$ cat src/rtl/nbm_pkg.sv
package nbm_pkg;

    localparam int NUM_BANKS = 8;
    localparam int SEL_W     = $clog2(NUM_BANKS);
    localparam int WIN_AW    = 11;   // 2 KB windows
    localparam int FIX8_AW   = 13;   // 8 KB fixed bank
    localparam int FIX16_AW  = 14;   // 16 KB fixed bank
    localparam int LIN_W     = 32;

    typedef enum logic [1:0] {
        RGN_NONE,
        RGN_WINDOW,
        RGN_FIXED8,
        RGN_FIXED16
    } region_e;

    function automatic region_e classify(input logic [15:0] a);
        region_e r;
        if (a >= 16'hC000)      r = RGN_FIXED16;
        else if (a >= 16'hA000) r = RGN_FIXED8;
        else if (a >= 16'h6000) r = RGN_WINDOW;
        else                    r = RGN_NONE;
        return r;
    endfunction

    // 0x6000 >> 11 = 0xC, so subtracting 0xC modulo 8 equals flipping bit 2
    function automatic logic [SEL_W-1:0] window_sel(input logic [15:0] a);
        return a[WIN_AW+SEL_W-1:WIN_AW] ^ 3'b100;
    endfunction

    function automatic logic reg_write_hit(input logic [15:0] a);
        return (a >= 16'hB000) && (a <= 16'hE003);
    endfunction

    // upper address nibble B,C,D,E -> pair 2,3,0,1 ; addr[1] picks one of the pair
    function automatic logic [SEL_W-1:0] reg_write_sel(input logic [15:0] a);
        logic [3:0] pair;
        pair = a[15:12] - 4'hD;
        return {pair[1:0], a[1]};
    endfunction

endpackage

$ cat src/rtl/nbm_wr_decode.sv
module nbm_wr_decode
    import nbm_pkg::*;
(
    input  logic                 cpu_wr,
    input  logic [15:0]          cpu_addr,
    output logic [NUM_BANKS-1:0] lo_we,
    output logic [NUM_BANKS-1:0] hi_we,
    output logic                 mirror_we
);

    logic             hit;
    logic [SEL_W-1:0] sel;

    assign hit       = cpu_wr && reg_write_hit(cpu_addr);
    assign sel       = reg_write_sel(cpu_addr);
    assign mirror_we = cpu_wr && (cpu_addr[15:13] == 3'b100);

    for (genvar k = 0; k < NUM_BANKS; k++) begin : g_we
        assign lo_we[k] = hit && (sel == SEL_W'(k)) && !cpu_addr[0];
        assign hi_we[k] = hit && (sel == SEL_W'(k)) &&  cpu_addr[0];
    end

endmodule

$ cat src/rtl/nbm_bank_regs.sv
module nbm_bank_regs
    import nbm_pkg::*;
#(
    parameter int BANK_W = 8
) (
    input  logic                              clk,
    input  logic                              rst_n,
    input  logic [NUM_BANKS-1:0]              lo_we,
    input  logic [NUM_BANKS-1:0]              hi_we,
    input  logic [BANK_W/2-1:0]               nib,
    output logic [NUM_BANKS-1:0][BANK_W-1:0]  bank_q
);

    localparam int NIB_W = BANK_W / 2;

    for (genvar k = 0; k < NUM_BANKS; k++) begin : g_reg
        always_ff @(posedge clk or negedge rst_n) begin
            if (!rst_n) begin
                bank_q[k] <= '0;
            end else if (lo_we[k]) begin
                bank_q[k][NIB_W-1:0] <= nib;
            end else if (hi_we[k]) begin
                bank_q[k][BANK_W-1:NIB_W] <= nib;
            end
        end
    end

endmodule

$ cat src/rtl/nbm_xlate.sv
module nbm_xlate
    import nbm_pkg::*;
#(
    parameter int ROM_AW     = 17,
    parameter int BANK_W     = 8,
    parameter int FIX8_BANK  = 13,
    parameter int FIX16_BANK = 7
) (
    input  logic                              clk,
    input  logic                              rst_n,
    input  logic                              cpu_rd,
    input  logic [15:0]                       cpu_addr,
    input  logic [NUM_BANKS-1:0][BANK_W-1:0]  bank_q,
    output logic [ROM_AW-1:0]                 rom_addr,
    output logic                              rom_vld
);

    localparam logic [LIN_W-1:0] FIX8_BASE  = LIN_W'(FIX8_BANK)  << FIX8_AW;
    localparam logic [LIN_W-1:0] FIX16_BASE = LIN_W'(FIX16_BANK) << FIX16_AW;

    region_e           rgn;
    logic [LIN_W-1:0]  lin;
    logic              take;

    assign rgn  = classify(cpu_addr);
    assign take = cpu_rd && (rgn != RGN_NONE);

    always_comb begin
        unique case (rgn)
            RGN_WINDOW:  lin = (LIN_W'(bank_q[window_sel(cpu_addr)]) << WIN_AW)
                               | LIN_W'(cpu_addr[WIN_AW-1:0]);
            RGN_FIXED8:  lin = FIX8_BASE  | LIN_W'(cpu_addr[FIX8_AW-1:0]);
            RGN_FIXED16: lin = FIX16_BASE | LIN_W'(cpu_addr[FIX16_AW-1:0]);
            default:     lin = '0;
        endcase
    end

    always_ff @(posedge clk or negedge rst_n) begin
        if (!rst_n) begin
            rom_addr <= '0;
            rom_vld  <= 1'b0;
        end else begin
            rom_vld <= take;
            if (take) rom_addr <= lin[ROM_AW-1:0];
        end
    end

endmodule

$ cat src/rtl/nib_bank_mapper.sv
module nib_bank_mapper
    import nbm_pkg::*;
#(
    parameter int ROM_AW     = 17,
    parameter int BANK_W     = 8,
    parameter int FIX8_BANK  = 13,
    parameter int FIX16_BANK = 7
) (
    input  logic               clk,
    input  logic               rst_n,
    input  logic [15:0]        cpu_addr,
    input  logic [BANK_W-1:0]  cpu_data,
    input  logic               cpu_rd,
    input  logic               cpu_wr,
    output logic [ROM_AW-1:0]  rom_addr,
    output logic               rom_vld,
    output logic               mirror_vert
);

    localparam int NIB_W = BANK_W / 2;

    logic [NUM_BANKS-1:0]             lo_we;
    logic [NUM_BANKS-1:0]             hi_we;
    logic                             mirror_we;
    logic [NUM_BANKS-1:0][BANK_W-1:0] bank_q;

    nbm_wr_decode u_dec (
        .cpu_wr    (cpu_wr),
        .cpu_addr  (cpu_addr),
        .lo_we     (lo_we),
        .hi_we     (hi_we),
        .mirror_we (mirror_we)
    );

    nbm_bank_regs #(.BANK_W(BANK_W)) u_regs (
        .clk    (clk),
        .rst_n  (rst_n),
        .lo_we  (lo_we),
        .hi_we  (hi_we),
        .nib    (cpu_data[NIB_W-1:0]),
        .bank_q (bank_q)
    );

    nbm_xlate #(
        .ROM_AW     (ROM_AW),
        .BANK_W     (BANK_W),
        .FIX8_BANK  (FIX8_BANK),
        .FIX16_BANK (FIX16_BANK)
    ) u_xlate (
        .clk      (clk),
        .rst_n    (rst_n),
        .cpu_rd   (cpu_rd),
        .cpu_addr (cpu_addr),
        .bank_q   (bank_q),
        .rom_addr (rom_addr),
        .rom_vld  (rom_vld)
    );

    always_ff @(posedge clk or negedge rst_n) begin
        if (!rst_n)         mirror_vert <= 1'b0;
        else if (mirror_we) mirror_vert <= cpu_data[0];
    end

endmodule

$ cat config.mk
export PLATFORM = sky130hd
export DESIGN_NAME = nib_bank_mapper
export DESIGN_NICKNAME = d
export VERILOG_FILES = /design/src/rtl/nbm_pkg.sv /design/src/rtl/nbm_wr_decode.sv /design/src/rtl/nbm_bank_regs.sv /design/src/rtl/nbm_xlate.sv /design/src/rtl/nib_bank_mapper.sv
export SDC_FILE = /design/constraint.sdc
export NUM_CORES = 1
export LEC_CHECK = 0
export CAP_MARGIN = 20
export CORE_MARGIN = 1.5
export CORE_UTILIZATION = 34
export DETAILED_ROUTE_END_ITERATION = 12
export HOLD_SLACK_MARGIN = 0.1
export SLEW_MARGIN = 20
export SYNTH_ARGS = -nofsm -noshare
export SYNTH_HDL_FRONTEND = slang
export SYNTH_HIERARCHICAL = 1
export SYNTH_SLANG_ARGS = --single-unit
$ cat constraint.sdc
create_clock -name clk -period 2.3 [get_ports clk]
set_clock_uncertainty 0.15 [all_clocks]
set_input_delay 0.46 -clock clk [delete_from_list [all_inputs] [get_ports clk]]
set_output_delay 0.46 -clock clk [all_outputs]
set_load 0.01 [all_outputs]
## Word-level counts from Yosys, hierarchy flattened

Cells that the tools add are included.

| storage, ports and cells | value |
|---|---|
| bits in registers | 83 |
| input bits | 28 |
| output and inout port bits | 19 |
| word-level logic and storage cells | 92 |

| cells by class | value |
|---|---|
| $add $sub $neg | 1 |
| order comparisons | 6 |
| eq/ne operators | 11 |
| mux-type cells | 6 |
| bitwise gates (word level) | 10 |
| reductions and logical operators | 39 |

Operators by type and width:

| kind | number |
|---|---|
| case mux 17 bit (3 select lines) | 1 |
| >= comparator 16 bit, second input constant | 3 |
| logical AND 1 bit | 28 |
| binary-select mux 8 bit (select 3 bit) | 1 |
| bitwise OR 17 x 11 -> 17 bit | 1 |
| >= comparator 16 x 15 -> 1 bit, second input constant | 1 |
| <= comparator 16 bit, second input constant | 1 |
| AND reduction 2 bit | 8 |
| == test 3 bit, second input constant | 5 |
| inverter 1 bit | 9 |
| == test 3 x 2 -> 1 bit, second input constant | 2 |
| 2-to-1 mux 6 bit | 1 |
| == test 2 bit, second input constant | 2 |
| less-than comparator 3 x 4 -> 1 bit, second input constant | 1 |
| 2-to-1 mux 2 bit | 2 |
| == test 3 x 1 -> 1 bit, second input constant | 1 |
| zero test 3 bit | 1 |
| == test 2 x 1 -> 1 bit, second input constant | 1 |
| nonzero test 2 bit | 1 |
| subtractor 2 x 1 -> 2 bit, second input constant | 1 |
| zero test 1 bit | 1 |
| 2-to-1 mux 1 bit | 1 |

## Logic depth before layout (Yosys ltp)

Gate-level depths: netlist of the first run.

| depth | value |
|---|---|
| word-level depth | 7 |
| depth in mapped cells | 8 |
| depth with buffers taken out | 7 |

## Cells and area by module

The synthesis of the first run kept the hierarchy.

Modules (own cells, without submodules):

| module | times used | cells each | area each (µm²) | sequential area each (µm²) |
|---|---|---|---|---|
| nbm_bank_regs | 1 | 140 | 2,572.5 | 1,601.5 |
| nbm_xlate | 1 | 131 | 1,196.1 | 450.4 |
| nbm_wr_decode | 1 | 42 | 314.1 | 0.0 |
| nib_bank_mapper | 1 | 2 | 40.0 | 25.0 |

## Worst setup path before layout of the first run

OpenSTA, ideal clock, no wires.

| path | value |
|---|---|
| path type | input -> register |
| from | input port cpu_addr[12] |
| to | register u_regs/bank_q[12] (netlist bit) |
| library setup time | 0.125 ns |
| arrival time | 2.287 ns |
| required time | 2.025 ns |
| slack | -0.262 ns |
| stages | 6 |
| buffers on the path | 1 |
| cell sequence | inv_1 -> ha_1 -> clkbuf_1 -> nor4_1 -> nand2b_4 -> mux2_4 |

| on the way | value |
|---|---|
| cells in the longest elaborated chain, start to end | 7 |
| elaborated cells on any way between the ends | 11 |
| classes of those cells | 1 x add/sub; 2 x order compare; 1 x eq/ne; 1 x bitwise; 6 x reduce/logical |

RTL lines:

| element | RTL line | source |
|---|---|---|
| from (decl) | nib_bank_mapper.sv:11 | `input logic [15:0] cpu_addr,` |
| >= comparator 16 bit or <= comparator 16 bit (tied branches) | nbm_pkg.sv:32 | `return (a >= 16'hB000) && (a <= 16'hE003);` |
| logical AND 1 bit | nbm_pkg.sv:32 |  |
| logical AND 1 bit | nbm_wr_decode.sv:14 | `assign hit = cpu_wr && reg_write_hit(cpu_addr);` |
| logical AND 1 bit * (2 in a row) | nbm_wr_decode.sv:19 | `assign lo_we[k] = hit && (sel == SEL_W'(k)) && !cpu_addr[0];` |
| via lo_we[1] | nib_bank_mapper.sv:22 | `logic [NUM_BANKS-1:0] lo_we;` |
| inverter 1 bit (no line) * | n/a |  |
| AND reduction 2 bit (no line) * | n/a |  |
| to (signal, indexed assignment) | nbm_bank_regs.sv:21 | `bank_q[k][NIB_W-1:0] <= nib;` |
| to (signal, indexed assignment) | nbm_bank_regs.sv:23 | `bank_q[k][BANK_W-1:NIB_W] <= nib;` |
| to (decl) | nbm_bank_regs.sv:11 | `output logic [NUM_BANKS-1:0][BANK_W-1:0] bank_q` |

The timed path passes the listed nets; every way through them passes the cells marked *.
A chain may end at the register's enable or synchronous reset.

## Final worst setup path of the first run

| path | value |
|---|---|
| from | input port cpu_addr[13] |
| to | register u_regs/bank_q[48] (netlist bit) |

| on the way | value |
|---|---|
| cells in the longest elaborated chain, start to end | 5 |
| elaborated cells on any way between the ends | 8 |
| classes of those cells | 1 x add/sub; 2 x order compare; 1 x eq/ne; 4 x reduce/logical |

RTL lines:

| element | RTL line |
|---|---|
| >= comparator 16 bit or <= comparator 16 bit (tied branches) | nbm_pkg.sv:32 |
| logical AND 1 bit | nbm_pkg.sv:32 |
| logical AND 1 bit | nbm_wr_decode.sv:14 |
| logical AND 1 bit * (2 in a row) | nbm_wr_decode.sv:19 |
| via lo_we[6] | nib_bank_mapper.sv:22 |

Marks and branches as above.

==> impl_metrics.yaml, run 1 <==
critical_path:
  crit_path_end_kind: "flop"
  critPathKind: "in -> reg"
  critPathMaxFanout: 8
  worstSetupStartpointType: "input port"
  cp.arrival_ps: 2310
  cp.required_ps: 2380
clocking:
  cts_root_buf: "clkbuf_8"
  cts_tree: "done"
  cts_num_sinks: 67
  h-tree-depth: 3
  clk_latency_ps: 350
  postCtsSetupRepairBufs: 0
  cts.clk_slew.worst_paths_ps: 60
  cts_buffer_depth: 2
  cts_inserted_buffers: 9
timing:
  setup_violations: 0
  relSlewSlack: 0.556
  fin_hold_ws_ps: 220
  drv_slew: 0
  setup_tns_ps: 0
  final-hold-violation-count: 0
  period_minus_slack_ps: 2240
  rsz0062_at_grt: "true"
  period_share: 0.972
  worstMarginPinSlew_ps: 663
  fin_ws_ps: 64.6
  fmax_mhz: 447
placed_design:
  gp_congestion: 0.786
  dp_hpwl_mm: 5.66
  portBuffers: 42
  dp_slack_ps: -605
  place_area_sq_um: 4240
grt:
  grt_pass1_vias: 2602
  antenna_found_initial: 0
  grt_overflow: 0
  grt_pass1_wl_mm: 13.9
  grt_max_degree: 28
  grt_usage: 0.165
drt:
  ant_nets: 0
  vias_per_cell: 4.95
  drt_iter0_drc: 77
  dr_wl_met3_microns: 311
  drc: 0
  route.vias.total: 2412
  dr.pass1.iters: 4
  wl_met2_mm: 3.98
  wl_per_cell_microns: 17.0
  wl_mm: 8.29
  highest_layer: "met4"
  wl_met1_mm: 3.88
cells_and_area:
  fin_area_sq_um: 4530
  final_nets: 384
  drive_above_1_share: 0.362
  area_growth_pct: 30.0
  diodes: 0
power:
  p_sw_frac: 0.267
  p_int_uw: 2080
  power_uw: 2840
  leakagePower_uw: 0.00207
  cellPowerDensity_nw_per_um2: 627
  switchingPower_uw: 757
  irDropWorstVdd_uv: 259
  power.share.clock: 0.278
  p_comb_frac: 0.219
  seqPwrFrac: 0.503
floorplan:
  die_area_sq_um: 10900
  rows: 36
  pin_count: 47
  die_x_microns: 104
  coreArea_sq_um: 9860
  start_util: 0.353
  fp.dieH_microns: 104
synth:
  syn_area_sq_um: 3480
  synth_area_per_cell_sq_um: 12.3
  syn-instance-count: 283
  syn-num-nets: 313
  yosys_warnings: 6
min_path:
  min_path_type: "in -> reg"
job:
  maxCapViolations: 0
status:
  run_status: "finished, final reports clean"
-- critical path: stages --
cell and delay [ps]:
dlygate4sd2_1 330, ha_2 260, o211a_1 230, o211ai_1 110
buf_4 200, nor3_2 200, buf_4 200, mux2_2 330
-- area by class of cell --
type / count / area [sq um]
flip-flops and latches: 67 / 1680
fillers: 917 / 5340
multi-input cells: 197 / 1820
well taps: 133 / 166
clock buffers: 10 / 138
inverters: 3 / 11.3
repair buffers: 76 / 714
clock inverters: 1 / 5.00
-- placed cells by master, fill, tap and decap left out, types with 9 or more instances in the layout --
| master | count |
|---|---|
| buf_4 | 29 |
| clkbuf_8 | 10 |
| clkdlybuf4s50_1 | 31 |
| dfrtp_1 | 67 |
| mux2_2 | 33 |
| mux2_4 | 17 |
| mux2i_1 | 19 |
| nand2_1 | 42 |
| nor2_1 | 9 |
-- power by group through the flow --
stage	logic (uW)	registers, uW	clock network (uW)
detailed placement	599	1450	0
floorplan	327	1450	0
finish	621	1430	789
global route	673	1450	874
global placement	592	1450	0
CTS	625	1430	823
-- flip-flops by register name, indices dropped and copies added, names as in the netlist --
register          flops
u_regs/bank_q        48
u_xlate/rom_addr     17
mirror_vert           1
u_xlate/rom_vld       1
-- final timing paths --
kind                                startpoint                   end  slack, ps  cells after the start
setup / recovery                  cpu_addr[13]     u_regs/bank_q[48]         60                      8
hold / removal                     cpu_addr[7]   u_xlate/rom_addr[7]        220                      3
setup reg to reg             u_regs/bank_q[25]  u_xlate/rom_addr[12]        960                      3
hold reg to reg            u_xlate/rom_addr[1]   u_xlate/rom_addr[1]        330                      2
max in group asynchronous                rst_n   u_xlate/rom_addr[2]        790                      3
min in group asynchronous                rst_n   u_xlate/rom_addr[7]        530                      2
-- layer usage --
layer / vias to the layer above / GRT usage
met3: 11 / 0.0382
li1: 1157 / -
met5: - / 0
met4: 0 / 0.0476
met1: 1187 / 0.213
met2: 57 / 0.274
-- per-stage QoR --
stage / std cells / util
finish: 487 / 0.459
global route: 487 / 0.459
CTS: 487 / 0.456
detailed placement: 474 / 0.430
global placement: 474 / 0.430
floorplan: 283 / -
-- timing repair --
item,4_1_cts,5_1_grt
resized for setup,20,9
endpoints found under the hold margin,24,0
cloned,1,0
hold buffers,1,0
pin swaps,2,0
setup endpoints to repair,48,16
Power figures use the tool's default switching activity.
==> run 2: changes to the inputs <==
==> constraint.sdc (replaced) <==
create_clock -name clk -period 2.43 [get_ports clk]
set_clock_uncertainty 0.15 [all_clocks]
set_input_delay 0.486 -clock clk [delete_from_list [all_inputs] [get_ports clk]]
set_output_delay 0.486 -clock clk [all_outputs]
set_load 0.01 [all_outputs]
==> impl_metrics.yaml, run 2 (same netlist as run 1, synthesis figures left out) <==
status:
  run_status: "complete, but fails checks"
  violations: "negative setup slack"
timing:
  fin_ws_ps: -8.27
  setup_tns_ps: -13.5
  fmax_mhz: 410
  setup_violations: 2
  relSlewSlack: 0.558
  period_share: 1.00
  drv_slew: 0
  worstMarginPinSlew_ps: 661
  final-hold-violation-count: 0
  rsz0062_at_grt: "true"
  period_minus_slack_ps: 2440
power:
  leakagePower_uw: 0.00213
  cellPowerDensity_nw_per_um2: 610
  power_uw: 2840
  irDropWorstVdd_uv: 310
clocking:
  cts_inserted_buffers: 9
  cts_buffer_depth: 2
  h-tree-depth: 3
  cts_root_buf: "clkbuf_8"
  cts_num_sinks: 67
  cts.clk_slew.worst_paths_ps: 70
  clk_latency_ps: 340
  cts_tree: "done"
min_path:
  hold_depth: 3
  hold_end: "u_xlate/rom_addr[7]"
  holdCritStartpoint: "cpu_addr[7]"
  min_path_type: "in -> reg"
grt:
  grt_max_degree: 32
  grt_usage: 0.160
  grt_pass1_wl_mm: 13.6
  antenna_found_initial: 0
  grt_pass1_vias: 2618
  grt_overflow: 0
critical_path:
  crit_path_end_kind: "flop"
  r2r-end: "u_xlate/rom_addr[11]"
  critPathKind: "in -> reg"
  worstSetupStartpointType: "input port"
  r2r-start: "u_regs/bank_q[40]"
  critPathMaxFanout: 5
  worst_r2r_path_depth: 3
  cp.required_ps: 2500
  cp.arrival_ps: 2510
  ff2ff_setup_slack_ps: 1120
cells_and_area:
  nFillCells: 884
  final_nets: 397
  reg_top3: "u_regs/bank_q: 48 flops, u_xlate/rom_addr: 17 flops"
  area_growth_pct: 33.8
  stdcell_count: 503
  regMostFlops: "u_regs/bank_q"
  fin_area_sq_um: 4660
  drive_above_1_share: 0.400
  layout_common_cells: "dfrtp_1 (67), buf_4 (42), nand2_1 (42)"
  largest_reg_flops: 48
  final_common_cell: "dfrtp_1"
  diodes: 0
  multi_input_comb_area_sq_um: 1840
  register_area_sq_um: 1680
floorplan:
  rows: 36
  die_x_microns: 104
  pin_count: 47
  start_util: 0.353
  fp.dieH_microns: 104
  coreArea_sq_um: 9860
  die_area_sq_um: 10900
drt:
  ant_nets: 0
  drc: 0
  wl_mm: 8.25
  dr.pass1.iters: 4
  wl_per_cell_microns: 16.4
  drt_iter0_drc: 70
  vias_per_cell: 5.04
  route.vias.total: 2533
job:
  maxCapViolations: 0
placed_design:
  portBuffers: 42
  gp_congestion: 0.831
  dp_hpwl_mm: 5.78
  placed_cells: 483
  place_area_sq_um: 4280
  dp_slack_ps: -606
-- run 2: how the worst max path moves through the flow --
stage	start	endpoint
2_1_floorplan	cpu_addr[12]	u_regs/bank_q[12]
3_3_place_gp	cpu_addr[2]	u_regs/bank_q[11]
3_5_place_dp	cpu_addr[2]	u_regs/bank_q[24]
4_1_cts	cpu_addr[6]	u_regs/bank_q[41]
5_1_grt	cpu_addr[8]	u_regs/bank_q[20]
6_report	cpu_addr[8]	u_regs/bank_q[20]
-- run 2: cell type report --
| class | count | share of cell area |
|---|---|---|
| Sequential cell | 67 | 0.360 |
| Clock inverter | 3 | 0.00860 |
| Clock buffer | 11 | 0.0304 |
| Tap cell | 133 | 0.0357 |
| Timing Repair Buffer | 88 | 0.168 |
| Inverter | 3 | 0.00242 |
| Multi-Input combinational cell | 198 | 0.395 |
-- run 2: layer usage --
metal	wire [microns]	track usage	share of wire	up-vias
met5	0	0	0	-
met4	134	0.0417	0.016	0
met3	412	0.0620	0.050	14
met2	3890	0.246	0.47	67
met1	3820	0.211	0.46	1268
li1	-	-	-	1184
-- run 2: report_power, final --
| group | total [uW] | switching, uW | internal [uW] | leakage [uW] |
|---|---|---|---|---|
| Sequential | 1360 | 84.4 | 1270 | 0.000874 |
| Combinational | 600 | 261 | 339 | 0.00116 |
| Clock | 886 | 398 | 488 | 0.0000950 |
-- run 2: worst max-delay path, cell delays in order --
cell and delay, ps:
clkdlybuf4s50_1 460, nor4_4 350, buf_4 180, a32oi_2 190, nor4_2 320, buf_4 170
nand2b_4 60, mux2_4 290
-- run 2: stage by stage --
step            util  hold WS [ps]
2_1_floorplan      -          40.4
6_report       0.472           293
3_5_place_dp   0.434           288
5_1_grt        0.472           287
4_1_cts        0.466           332
3_3_place_gp   0.434           284
-- run 2: repair_timing --
action / CTS / global route
setup endpoints to repair: 48 / 48
setup buffers: 3 / 1
hold buffers: 1 / 0
gates resized for setup: 18 / 11
pin swaps: 6 / 4
gates cloned: 1 / 0
hold endpoints to repair: 15 / 0
